$ cat src/rtl/xbus_pkg.sv
package xbus_pkg;

    typedef enum logic [2:0] {
        XS_IDLE   = 3'd0,
        XS_ARB    = 3'd1,
        XS_MASTER = 3'd2,
        XS_MJAM   = 3'd3,
        XS_CJAM   = 3'd4,
        XS_TAIL   = 3'd5
    } xbus_state_e;

    typedef struct packed {
        logic req;
        logic oe;
        logic jam;
        logic dat;
        logic jam_tx;
        logic one_left_rx;
    } xbus_out_t;

endpackage

$ cat src/rtl/xbus_port_eval.sv
module xbus_port_eval #(
    parameter int NPORTS = 4
) (
    input  logic [NPORTS-1:0] port_act,
    input  logic [NPORTS-1:0] port_col,
    output logic              any_act,
    output logic              any_col,
    output logic              one_left
);
    localparam int CW = $clog2(NPORTS + 1);

    assign any_act = |port_act;
    assign any_col = |port_col;

    generate
        if (NPORTS == 1) begin : g_single
            assign one_left = 1'b1;
        end else begin : g_count
            logic [CW-1:0] col_count;
            always_comb begin
                col_count = '0;
                for (int i = 0; i < NPORTS; i++) begin
                    col_count = col_count + CW'(port_col[i]);
                end
            end
            assign one_left = (col_count <= CW'(1));
        end
    endgenerate

endmodule

$ cat src/rtl/xbus_fsm.sv
module xbus_fsm
    import xbus_pkg::*;
(
    input  logic        clk,
    input  logic        rst_n,
    input  logic        any_act,
    input  logic        any_col,
    input  logic        ack,
    input  logic        col,
    output xbus_state_e state_d
);
    xbus_state_e state_q;

    always_ff @(posedge clk) begin
        if (!rst_n) state_q <= XS_IDLE;
        else        state_q <= state_d;
    end

    always_comb begin
        state_d = state_q;
        unique case (state_q)
            XS_IDLE: begin
                if (any_act) state_d = XS_ARB;
            end
            XS_ARB: begin
                if (!any_act)  state_d = XS_IDLE;
                else if (col)  state_d = XS_CJAM;
                else if (ack)  state_d = any_col ? XS_MJAM : XS_MASTER;
            end
            XS_MASTER: begin
                if (!any_act)     state_d = XS_IDLE;
                else if (col)     state_d = XS_CJAM;
                else if (any_col) state_d = XS_MJAM;
            end
            XS_MJAM: begin
                if (col)           state_d = XS_CJAM;
                else if (!any_act) state_d = XS_TAIL;
            end
            XS_CJAM: begin
                if (!any_act)        state_d = XS_IDLE;
                else if (ack && !col) state_d = XS_MJAM;
            end
            XS_TAIL: begin
                state_d = (any_act && col) ? XS_CJAM : XS_IDLE;
            end
            default: state_d = XS_IDLE;
        endcase
    end

    // the closing single-port cycle never lasts more than one cycle
    assert_tail_single_R6: assert property (@(posedge clk) disable iff (!rst_n)
        (state_q == XS_TAIL) |=> (state_q != XS_TAIL));

    // a clean grant seen during contention with activity returns to jamming ownership
    assert_trans_to_jam_R8: assert property (@(posedge clk) disable iff (!rst_n)
        (state_q == XS_CJAM && any_act && ack && !col) |=> (state_q == XS_MJAM));

endmodule

$ cat src/rtl/xbus_drive.sv
module xbus_drive
    import xbus_pkg::*;
(
    input  logic        clk,
    input  logic        rst_n,
    input  xbus_state_e state_d,
    input  logic        one_left,
    input  logic        rx_bit,
    input  logic        dat_in,
    input  logic        jam_in,
    output logic        req,
    output logic        dat_out,
    output logic        dat_oe,
    output logic        jam_out,
    output logic        jam_oe,
    output logic        jam_tx,
    output logic        remote_one_left
);
    xbus_out_t nxt;
    xbus_out_t cur;
    logic      jam_seen;
    logic      dat_seen;

    // only lines driven by another node count as remote status
    assign jam_seen = jam_in & ~cur.oe;
    assign dat_seen = dat_in & ~cur.oe;

    always_comb begin
        nxt = '0;
        unique case (state_d)
            XS_IDLE: begin
                nxt.jam_tx      = jam_seen;
                nxt.one_left_rx = jam_seen & dat_seen;
            end
            XS_ARB: begin
                nxt.req = 1'b1;
            end
            XS_MASTER: begin
                nxt.req = 1'b1;
                nxt.oe  = 1'b1;
                nxt.dat = rx_bit;
            end
            XS_MJAM: begin
                nxt.req    = 1'b1;
                nxt.oe     = 1'b1;
                nxt.jam    = 1'b1;
                nxt.dat    = one_left;
                nxt.jam_tx = 1'b1;
            end
            XS_CJAM: begin
                nxt.req    = 1'b1;
                nxt.jam_tx = 1'b1;
            end
            XS_TAIL: begin
                nxt.req    = 1'b1;
                nxt.oe     = 1'b1;
                nxt.jam    = 1'b1;
                nxt.dat    = 1'b1;
                nxt.jam_tx = 1'b1;
            end
            default: nxt = '0;
        endcase
    end

    always_ff @(posedge clk) begin
        if (!rst_n) cur <= '0;
        else        cur <= nxt;
    end

    assign req             = cur.req;
    assign dat_oe          = cur.oe;
    assign jam_oe          = cur.oe;
    assign dat_out         = cur.dat;
    assign jam_out         = cur.jam;
    assign jam_tx          = cur.jam_tx;
    assign remote_one_left = cur.one_left_rx;

    // a raised jam line is always owned and paired with local jamming
    assert_jam_owned_R5: assert property (@(posedge clk) disable iff (!rst_n)
        jam_out |-> (jam_oe && jam_tx && req));

    // remote status is only reported while not requesting
    assert_remote_idle_R11: assert property (@(posedge clk) disable iff (!rst_n)
        remote_one_left |-> (!req && jam_tx));

endmodule

$ cat src/rtl/xbus_node.sv
module xbus_node
    import xbus_pkg::*;
#(
    parameter int NPORTS = 4
) (
    input  logic              clk,
    input  logic              rst_n,
    input  logic [NPORTS-1:0] port_act,
    input  logic [NPORTS-1:0] port_col,
    input  logic              rx_bit,
    input  logic              ack,
    input  logic              col,
    input  logic              dat_in,
    input  logic              jam_in,
    output logic              req,
    output logic              dat_out,
    output logic              dat_oe,
    output logic              jam_out,
    output logic              jam_oe,
    output logic              jam_tx,
    output logic              remote_one_left
);
    logic        any_act;
    logic        any_col;
    logic        one_left;
    xbus_state_e state_d;

    xbus_port_eval #(.NPORTS(NPORTS)) u_eval (
        .port_act (port_act),
        .port_col (port_col),
        .any_act  (any_act),
        .any_col  (any_col),
        .one_left (one_left)
    );

    xbus_fsm u_fsm (
        .clk     (clk),
        .rst_n   (rst_n),
        .any_act (any_act),
        .any_col (any_col),
        .ack     (ack),
        .col     (col),
        .state_d (state_d)
    );

    xbus_drive u_drive (
        .clk             (clk),
        .rst_n           (rst_n),
        .state_d         (state_d),
        .one_left        (one_left),
        .rx_bit          (rx_bit),
        .dat_in          (dat_in),
        .jam_in          (jam_in),
        .req             (req),
        .dat_out         (dat_out),
        .dat_oe          (dat_oe),
        .jam_out         (jam_out),
        .jam_oe          (jam_oe),
        .jam_tx          (jam_tx),
        .remote_one_left (remote_one_left)
    );

    // driving starts only after a clean grant was sampled
    assert_grant_before_drive_R3: assert property (@(posedge clk) disable iff (!rst_n)
        $rose(dat_oe) |-> $past(ack && !col));

    // contention while active forces undriven jamming next cycle
    assert_contention_jam_R7: assert property (@(posedge clk) disable iff (!rst_n)
        (req && col && any_act) |=> (jam_tx && !dat_oe && !jam_oe));

    // bus lines are released at the edge that drops the request
    assert_release_with_req_R10: assert property (@(posedge clk) disable iff (!rst_n)
        $fell(req) |-> (!dat_oe && !jam_oe));

    // a request that ends after jamming ends with the single-port flag
    assert_tail_flag_R6: assert property (@(posedge clk) disable iff (!rst_n)
        ($fell(req) && $past(jam_out)) |-> $past(dat_out));

    // contention with no activity left means no driving next cycle
    assert_backoff_R9: assert property (@(posedge clk) disable iff (!rst_n)
        (req && col && !any_act) |=> !dat_oe);

endmodule

$ cat config.mk
export PLATFORM = sky130hd
export DESIGN_NAME = xbus_node
export DESIGN_NICKNAME = d
export VERILOG_FILES = /design/src/rtl/xbus_pkg.sv /design/src/rtl/xbus_port_eval.sv /design/src/rtl/xbus_fsm.sv /design/src/rtl/xbus_drive.sv /design/src/rtl/xbus_node.sv
export SDC_FILE = /design/constraint.sdc
export NUM_CORES = 1
export LEC_CHECK = 0
export ABC_AREA = 1
export BUFFER_PORTS_ARGS = -buffer_cell sky130_fd_sc_hd__buf_2
export CAP_MARGIN = 30
export CORE_MARGIN = 1.5
export CORE_UTILIZATION = 30
export CTS_BUF_LIST = sky130_fd_sc_hd__clkbuf_8
export CTS_CLUSTER_SIZE = 24
export DETAILED_ROUTE_END_ITERATION = 10
export GPL_TIMING_DRIVEN = 0
export PLACE_DENSITY = 0.66
export SETUP_SLACK_MARGIN = 0.02
export SYNTH_ARGS = -nofsm -noshare
export SYNTH_HDL_FRONTEND = slang
export SYNTH_SLANG_ARGS = --single-unit
$ cat constraint.sdc
create_clock -name clk -period 1.7 [get_ports clk]
set_input_delay 0.17 -clock clk [delete_from_list [all_inputs] [get_ports clk]]
set_output_delay 0.17 -clock clk [all_outputs]
set_load 0.05 [all_outputs]
==> metrics.txt, run 1 <==
status finished, final reports clean; CTS resizes 0; Pwr Total 0.752 mW; CP arrival 1430 ps; Area Growth Syn to Fin 31.9%; CTS Buffer Depth 2; Startpoint Class flip-flop; post-DP HPWL 945 microns; Total GRT Usage 12.1%; Mapped Cells 85; Seq/Total Area, Yosys 31.6%; Root Driver clkbuf_8; leakage power 0.433 nW; Simple-Gate Fraction of Synth Area 38.9%; post-route insts no fill 135; Nets 129; worst-margin pin slew 259 ps; post-CTS setup buffer count 0; IO Port Bufs 21; pre-CTS setup slack 234 ps; cts hold-fix bufs 0; Max Cap Viol 0; Mean Syn Cell Area 6.70 sq um; reg2reg end u_drive.jam_tx; Pre-antenna DRT Iters 4; vias in the first global route 481; final worst slack 384 ps; CTS clk-pin slew, worst paths 40 ps; final worst-path cycle share 77.4%; Worst slew margin 82.7%; Initial Util 32.6%; CTS buffer count 3; Skew-Pair Late Insertion Delay 230 ps; core box area 1750 sq um; fmax 760 MHz; CTS Sinks 9; Clock Skew 1.55 ps; PwrDens 1000 nW/um^2; Adder-Cell Fraction of Synth Area 6.59%; Synth Cell Area 569 sq um; Vias 583; TNS Setup 0 ps; Setup crit start u_fsm.state_q[2]; final wirelength 1130 microns; Post-Synth XOR/XNOR Area 0%; Routed WL per cell 8.37 microns; number of cell rows 15; die width 46.6 microns; design area 751 sq um; Ant. Diodes 0; VDD IR max 650 uV; worst-path fanout max 6; dpl cell area 706 sq um; pin count of the biggest net entering global routing 9; Crit. End Element flip-flop; Post-Syn Nets 103; initial DRC count 11; Synth cell types 22; post-route ant nets 0; synth warn 0; final setup violating endpoints 0; Worst setup endpoint u_drive.jam_tx; final core utilization 43.0%; hold_ws 137 ps; largest family of logic cells by synthesized area simple AND/OR/NAND/NOR gates; first-pass GRT wire length 1860 microns; initial antenna violation count 0; reg-to-reg setup timing slack 380 ps; WP data required 1810 ps; crit path time final 1320 ps; Setup CP Type flip-flop to flip-flop; post-synthesis mux area share 0%; grt ovf 0; hold-critical path depth 3; Max Slew Vio Count 0; global placement routability congestion 0.752; # H-tree levels 1; CTS tree yes; Hold Vio Cnt, Final 0; share of layout cells above drive strength 1 32.7%; FF-to-FF path depth 10; # IOs 22; Die Ht 46.6 microns; HP Class primary input to flip-flop; DRC violations left 0; RSZ-0062 raised after global routing no; FF-to-FF Start u_fsm.state_q[2]; placed cell count 131; die area 2170 sq um; drt via density 4.32; compound-cell area share of the yosys netlist 10.8%; post-synthesis register bit count 9
==> layout make-up <==
cell class	instances	area (sq um)
Fill cell	194	995
Multi-Input combinational cell	59	320
Sequential cell	9	180
Timing Repair Buffer	21	105
Inverter	16	61.3
Clock buffer	3	41.3
Tap cell	25	31.3
Buffer	1	7.51
Clock inverter	1	3.75
==> kinds of logic (layout without fill, tap and decap cells) <==
family / Yosys count / after routing
adders and majority gates: 3 / 3
AOI/OAI and AO/OA: 9 / 9
buffers and inverters: 17 / 42
DFF: 9 / 9
and+or+nand+nor: 47 / 47
==> layer usage <==
layer / wire length [microns] / vias to the layer above / track usage (%)
li1: - / 320 / -
met1: 539 / 242 / 15.5
met2: 511 / 21 / 17.8
met3: 79 / 0 / 7.06
met4: 0 / 0 / 1.71
met5: 0 / - / 0
==> flip-flops by register name, indices dropped and copies added (netlist names) <==
signal                   count
u_fsm.state_q                3
u_drive.dat_oe               1
u_drive.dat_out              1
u_drive.jam_out              1
u_drive.jam_tx               1
u_drive.remote_one_left      1
u_drive.req                  1
==> cells in the final DEF, fill, tap and decap left out, types with 3 or more instances in the layout <==
master / count
buf_2: 21
nand2_1: 18
inv_1: 14
nor2_1: 13
dfxtp_1: 9
nand3_1: 6
nand4_1: 3
ha_1: 3
clkbuf_8: 3
==> critical path, stage by stage, from the launching register on <==
cell and delay [ps]:
dfxtp_1 370, inv_2 90, nand2_1 50, nor2_1 120, nand2_1 70, nor2_1 120
nor2_2 60, nand2_2 100, clkinv_2 90, nand4_2 80, o21ai_1 60
==> power by group <==
| group | internal (mW) | switching, mW |
|---|---|---|
| registers | 0.239 | 0.0176 |
| logic | 0.0774 | 0.179 |
| clock network | 0.157 | 0.0815 |
| total | 0.473 | 0.278 |
==> synthesized netlist by cell type <==
| cell | count | area [sq um] |
|---|---|---|
| inv_2 | 2 | 7.51 |
| ha_1 | 3 | 37.5 |
| buf_4 | 1 | 7.51 |
| nand4_2 | 1 | 12.5 |
| nor3b_1 | 1 | 7.51 |
| nand2_2 | 2 | 12.5 |
| clkinv_2 | 1 | 5.00 |
| o21ai_2 | 1 | 8.76 |
| nand2_1 | 18 | 67.6 |
| a31oi_1 | 1 | 6.26 |
| inv_1 | 13 | 48.8 |
| nand4_1 | 3 | 18.8 |
| nor2_2 | 2 | 12.5 |
| nand2_4 | 1 | 11.3 |
| a21oi_1 | 2 | 10.0 |
| a211o_1 | 1 | 8.76 |
| a211oi_2 | 1 | 12.5 |
| nor2_1 | 13 | 48.8 |
| o21ai_1 | 2 | 10.0 |
| o21ai_0 | 1 | 5.00 |
| nand3_1 | 6 | 30.0 |
| dfxtp_1 | 9 | 180 |
==> worst min-delay path by stage <==
stage                       to   from
2_1_floorplan  u_drive.dat_out  rst_n
3_3_place_gp   u_drive.dat_out  rst_n
3_5_place_dp   u_drive.dat_out  rst_n
4_1_cts        u_drive.dat_out  rst_n
5_1_grt        u_drive.dat_out  rst_n
6_report       u_drive.dat_out  rst_n
(Power assumes the default switching activity.)
==> run 2, diff against run 1 <==
- PLACE_DENSITY: 0.66 -> 0.67
- clock period: 1.7 -> 1.2 ns (I/O delays scaled with it)
==> run 2 against run 1 <==
Effect of this change: the flow now finishes with violations (setup timing); cell area increased by 17%; first-iteration DRC count decreased by 27%; routed wire length increased by 34%; global-route usage increased by 0.48 points; critical path depth decreased by 1; combinational power increased by 81%; non-clock buffer count increased by 3; register-to-register slack got worse by 470 ps; maximum frequency increased by 2.5%; utilization increased by 7.5 points; largest cell class unchanged; largest power group is now combinational logic.
==> metrics.txt, run 2 (synthesis gave the netlist of run 1 again) <==
fmax 779 MHz (+2.5%); Pre-antenna DRT Iters 4 (unchanged); CTS Sinks 9 (unchanged); post-DP HPWL 917 microns (-2.9%); register area 191 sq um (+6.3%); vias in the first global route 494 (+2.7%); Clk pwr share 28.8% (-2.9 points); grt met1 use 14.1% (-1.4 points); Multi-input gate area 409 sq um (+28%); CTS tree yes; largest reg by FF count u_fsm.state_q; final setup violating endpoints 5 (+5); DRC violations left 0 (unchanged); initial antenna violation count 0 (unchanged); CTS clk-pin slew, worst paths 40 ps (about the same); # IOs 22 (unchanged); initial DRC count 8 (-3); share of layout cells above drive strength 1 51.3% (+19 points); Routed WL per cell 11.0 microns (+31%); Worst slew margin 68.1% (-15 points); placed cell count 131 (unchanged); status finished, violations left; final worst slack -84.5 ps (-468 ps); Root Driver clkbuf_8; Vias 633 (+8.6%); Area Growth Syn to Fin 54.9%; Power Internal 0.716 mW (+51%); GR Layer Usage met3 6.27% (-0.78 points); number of cell rows 15 (unchanged); die width 46.6 microns (unchanged); CTS Buffer Depth 2 (unchanged); hold_ws 88.2 ps (-48.7 ps); GR met2 Demand/Resource 20.0% (+2.2 points); Ant. Diodes 0 (unchanged); worst-path fanout max 6 (unchanged); Seq pwr share 31.7% (-2.4 points); most used cell, CP nor2_2; final worst-path cycle share 107% (+30 points); commonest non-fill, non-tap cell in the layout buf_2; CP arrival 1400 ps (-30 ps); WP data required 1310 ps (-500 ps); # H-tree levels 1 (unchanged); Switching Fraction 39.2% (+2.2 points); gr busiest metal met2; VDD IR max 918 uV (+41%); HP Class primary input to flip-flop; final wirelength 1510 microns (+34%); PwrDens 1330 nW/um^2 (+33%); Setup CP Type flip-flop to flip-flop; max FFs per register 3 (unchanged); Slowest-stage cell, CP dfxtp_4; CTS buffer count 3 (unchanged); Crit. End Element flip-flop; Clock Skew 0.443 ps (-1.11 ps); Max Cap Viol 0 (unchanged); Filler cells 169 (-13%); Skew-Pair Late Insertion Delay 230 ps (about the same); Logic pwr share 39.5% (+5.4 points); core box area 1750 sq um (unchanged); RSZ-0062 raised after global routing yes; worst-margin pin slew 478 ps (+219 ps); die area 2170 sq um (unchanged); Nets 132 (+2.3%); worst-path cell chain inv_4 > nand2_2 > nor2_2 > nand2_1 > nor2_2 > nor2_2 > nand2_4 > a21oi_1 > o21ai_1; Total GRT Usage 12.5% (+0.48 points); leakage power 0.464 nW (+7.1%); IO Port Bufs 21 (unchanged); drt via density 4.59 (+6.2%); Hold Vio Cnt, Final 0 (unchanged); failing checks setup timing; Psw 0.461 mW (+66%); post-route insts no fill 138 (+2.2%); pin count of the biggest net entering global routing 9 (unchanged); global placement routability congestion 0.759 (+0.92%); first-pass GRT wire length 1880 microns (+1.5%); Max Slew Vio Count 0 (unchanged); Startpoint Class flip-flop; Die Ht 46.6 microns (unchanged); grt ovf 0 (unchanged); Initial Util 32.6% (unchanged); commonest non-fill, non-tap cells in the layout buf_2, nand2_1, inv_1; crit-path max cell delay 390 ps (+20 ps); post-route ant nets 0 (unchanged); crit path time final 1280 ps (-32.0 ps)
==> run 2: cell types whose count changed in the layout (fill, tap and decap cells not counted), moves of 3 or more <==
cell     before  now
dfxtp_4       0    3
nand2_1      18   13
dfxtp_1       9    6
buf_4         1    4
nor2_1       13    9
nor2_2        2    5
nand2_2       2    5
inv_1        14   11
==> run 2: final cells by class <==
cell class	instances	area share [%]
sequential	9	21.7
tap	25	3.55
buffer	1	0.851
inverter	16	7.94
clock inverter	1	0.426
timing repair buffer	24	14.5
clock buffer	3	4.68
multi-input combinational	59	46.4
==> run 2: worst paths after layout <==
check,startpoint,end,slack (ps),cells past startpoint
worst max-delay path,u_fsm.state_q[2],u_drive.jam_tx,-80,9
worst min-delay path,rst_n,u_drive.dat_out,90,3
worst max register to register,u_fsm.state_q[2],u_drive.jam_tx,-80,9
worst min register to register,u_drive.dat_oe,u_drive.remote_one_left,610,3
==> run 2: stage by stage <==
step,util (%),setup WS (ps),power [mW],instance area [sq um],TNS (ps)
global placement,41.9,-143,0.737,731,-373
detailed placement,41.9,-146,0.744,731,-540
finish,50.5,-84.5,1.18,882,-209
global route,50.5,-146,1.24,882,-722
CTS,45.8,-76.3,1.11,800,-295
floorplan,-,21.9,0.656,594,0
==> run 2: routing by layer <==
metal	routed length, microns	up-vias
li1	-	327
met1	562	283
met2	830	19
met3	91	4
met4	29	0
met5	0	-
==> run 2: power groups by stage <==
| stage | Combinational [mW] | Sequential (mW) | Clock (mW) |
|---|---|---|---|
| 6_report | 0.466 | 0.373 | 0.339 |
| 5_1_grt | 0.499 | 0.377 | 0.359 |
| 4_1_cts | 0.397 | 0.367 | 0.344 |
| 3_5_place_dp | 0.374 | 0.370 | 0 |
| 3_3_place_gp | 0.369 | 0.368 | 0 |
| 2_1_floorplan | 0.194 | 0.462 | 0 |
==> run 2: critical path, delay by kind of cell (launching register included) <==
kind	cells	cell delay [ps]
buffers and inverters	1	40
AOI/OAI and AO/OA	2	250
DFF	1	390
and+or+nand+nor	6	460
==> run 2: what timing repair did <==
item | in CTS | in global routing
gates resized for setup | 8 | 18
hold buffers | 0 | 0
pin swaps | 7 | 10
setup buffers | 0 | 3
endpoints found under the hold margin | 0 | 0
setup endpoints to repair | 7 | 8
==> run 3, diff against run 2 <==
- ABC_AREA: 1 -> unset
==> run 3 against run 2 <==
Effect of this change: via count shrank 4.3%; worst hold slack gained 47 ps; the run still ends with setup timing left; clock-buffer cell count is the same; highest routed layer unchanged; sequential share of layout area shrank 0.99 points; combinational power shrank 8.4%; synthesized cell count shrank 24%; power shrank 4.8%; critical path type unchanged; global-route usage grew 1.8 points; clock skew grew 2.1 ps; flip-flop and latch count is the same; first-iteration DRC count shrank 88%; clock power is essentially flat.
==> metrics.txt, run 3 <==
status finished, violations left; failing checks setup timing; Synth cell types 35 (+59%); crit-path leading delay family compound AO/OA/AOI/OAI gates; Hold Vio Cnt, Final 0 (unchanged); post-route ant nets 0 (unchanged); Mapped Cells 65 (-24%); largest reg by FF count u_fsm.state_q; final worst-path cycle share 121% (+14 points); PwrDens 1230 nW/um^2 (-7.9%); die width 46.9 microns (+0.62%); leakage power 0.414 nW (-11%); Synth Cell Area 577 sq um (+1.3%); placed cell count 110 (-16%); Pwr Total 1.12 mW (-4.8%); Setup CP Type flip-flop to flip-flop; worst-margin pin slew 275 ps (-203 ps); CTS clk-pin slew, worst paths 40 ps (about the same); commonest non-fill, non-tap cells in the layout buf_2, buf_4, dfxtp_1; Synth area leader dfxtp_1; worst-path fanout max 4 (-2); share of layout cells above drive strength 1 58.6% (+7.3 points); WP buf/inv 0 (-1); largest family of logic cells by synthesized area compound AO/OA/AOI/OAI gates; Power Internal 0.744 mW (+3.9%); compound-cell area share of the yosys netlist 29.7% (+19 points); Mean Syn Cell Area 8.87 sq um (+32%); Ant. Diodes 0 (unchanged); Max Slew Vio Count 0 (unchanged); grt ovf 0 (unchanged); Post-Synth XOR/XNOR Area 0% (unchanged); TNS Setup -743 ps (-534 ps); pre-CTS setup slack -483 ps (-337 ps); Area Growth Syn to Fin 58.1%; final worst slack -248 ps (-163 ps); share of the synthesized area in the top cell type 31.2% (-0.41 points); first-pass GRT wire length 2100 microns (+11%); DRC violations left 0 (unchanged); hold_ws 136 ps (+47.4 ps); CTS buffer count 3 (unchanged); initial DRC count 1 (-7); vias in the first global route 514 (+4.0%); commonest non-fill, non-tap cell in the layout buf_2; # IOs 22 (unchanged); global placement routability congestion 0.718 (-5.3%); max FFs per register 3 (unchanged); Post-Syn Nets 83 (-19%); synth warn 0 (unchanged); number of cell rows 15 (unchanged); Initial Util 32.7% (+0.079 points); IO Port Bufs 20 (-4.8%); Clock Skew 2.57 ps (+2.13 ps); Vias 606 (-4.3%); Clk pwr share 30.0% (+1.2 points); Total GRT Usage 14.3% (+1.8 points); top post-synthesis cells by area dfxtp_1, ha_1, a21oi_1; Adder-Cell Fraction of Synth Area 6.51% (-0.086 points); design area 912 sq um (+3.4%); drt via density 4.89 (+6.5%); Seq/Total Area, Yosys 31.2% (-0.41 points); CTS Buffer Depth 2 (unchanged); # H-tree levels 1 (unchanged); HP Class primary input to flip-flop; CP arrival 1570 ps (+170 ps); Seq pwr share 31.9% (+0.2 points); Die Ht 46.9 microns (+0.62%); crit path time final 1450 ps (+163 ps); final core utilization 51.7% (+1.2 points); fraction of registers with async set/reset 0% (unchanged); Psw 0.377 mW (-18%); post-route insts no fill 124 (-10%); CTS Sinks 9 (unchanged); Slowest-stage cell, CP o32a_1; CTS tree yes; Nets 118 (-11%); RSZ-0062 raised after global routing yes; final wirelength 1400 microns (-7.4%); Post-synth EDFFs 0 (unchanged); core box area 1760 sq um (+1.1%); Startpoint Class flip-flop; Max Cap Viol 0 (unchanged); final setup violating endpoints 6 (+1); Crit. End Element flip-flop; Simple-Gate Fraction of Synth Area 24.5% (-14 points); initial antenna violation count 0 (unchanged); ys flop type dfxtp_1; Skew-Pair Late Insertion Delay 230 ps (about the same); Routed WL per cell 11.3 microns (+3.1%); Post-synth top cells dfxtp_1, a21oi_1, inv_1; fmax 691 MHz (-11%); Pre-antenna DRT Iters 2 (-2); VDD IR max 758 uV (-17%); Switching Fraction 33.6% (-5.5 points); crit-path max cell delay 380 ps (about the same); post-synthesis register bit count 9 (unchanged); post-DP HPWL 986 microns (+7.4%); worst-path cell chain nand2_2 > o32a_1 > nor3_2 > nor3b_2 > o311a_1; most common cell in the netlist dfxtp_1; pin count of the biggest net entering global routing 10 (+1); cts hold-fix bufs 0 (unchanged); dpl cell area 731 sq um (unchanged); WP data required 1320 ps (about the same); Logic pwr share 38.1% (-1.4 points); die area 2190 sq um (+1.2%); Worst slew margin 81.7% (+14 points); post-synthesis mux area share 1.74% (+1.7 points); Root Driver clkbuf_8
-- run 3: cell types whose count changed in the layout (fill, tap and decap cells not counted), moves of 5 or more --
cell / change
nand2_1: -12
buf_4: +6
inv_1: -6
nor2_1: -6
nor2_2: -5
-- run 3: power by group through the flow --
stage / Combinational, mW / Sequential, mW / Clock (mW)
after detailed placement: 0.354 / 0.353 / 0
after global placement: 0.348 / 0.352 / 0
after global routing: 0.463 / 0.362 / 0.359
after floorplan: 0.190 / 0.432 / 0
after CTS: 0.416 / 0.348 / 0.348
final: 0.427 / 0.358 / 0.336
-- run 3: cell families (layout without fill, tap and decap cells) --
family,after synthesis,count (layout)
and+or+nand+nor,21,21
muxes,1,1
DFF,9,9
AOI/OAI and AO/OA,23,23
adders and majority gates,3,3
buffers and inverters,8,42
-- run 3: worst register-to-register path, stage by stage (launching register included) --
cell and delay (ps):
dfxtp_4 360, nand2_2 40, o32a_1 380, nor3_2 190, nor3b_2 70, o311a_1 290
-- run 3: repair_timing --
action / 4_1_cts / 5_1_grt
pin swaps: 8 / 8
setup buffers: 12 / 0
setup endpoints to repair: 9 / 8
gates resized for setup: 6 / 12
-- run 3: routing by layer --
| layer | GRT usage (%) | vias to the layer above | part of all wire, % |
|---|---|---|---|
| li1 | - | 301 | - |
| met1 | 15.5 | 284 | 43 |
| met2 | 23.3 | 17 | 48 |
| met3 | 5.00 | 4 | 5.1 |
| met4 | 10.0 | 0 | 3.4 |
| met5 | 0 | - | 0 |
-- run 3: cell type report --
cell class / count / area [sq um]
plain buffers: 2 / 12.5
clock buffers: 3 / 41.3
clock inverters: 1 / 3.75
fillers: 174 / 852
inverters: 4 / 15.0
multi-input cells: 48 / 418
flip-flops and latches: 9 / 189
well taps: 25 / 31.3
repair buffers: 32 / 201
-- run 3: path summary, 6_finish.rpt --
kind / start / to / slack, ps / cells past startpoint
worst max-delay path: u_fsm.state_q[2] / u_drive.jam_tx / -250 / 5
worst min-delay path: rx_bit / u_drive.dat_out / 140 / 3
worst max register to register: u_fsm.state_q[2] / u_drive.jam_tx / -250 / 5
worst min register to register: u_drive.dat_oe / u_drive.remote_one_left / 610 / 2
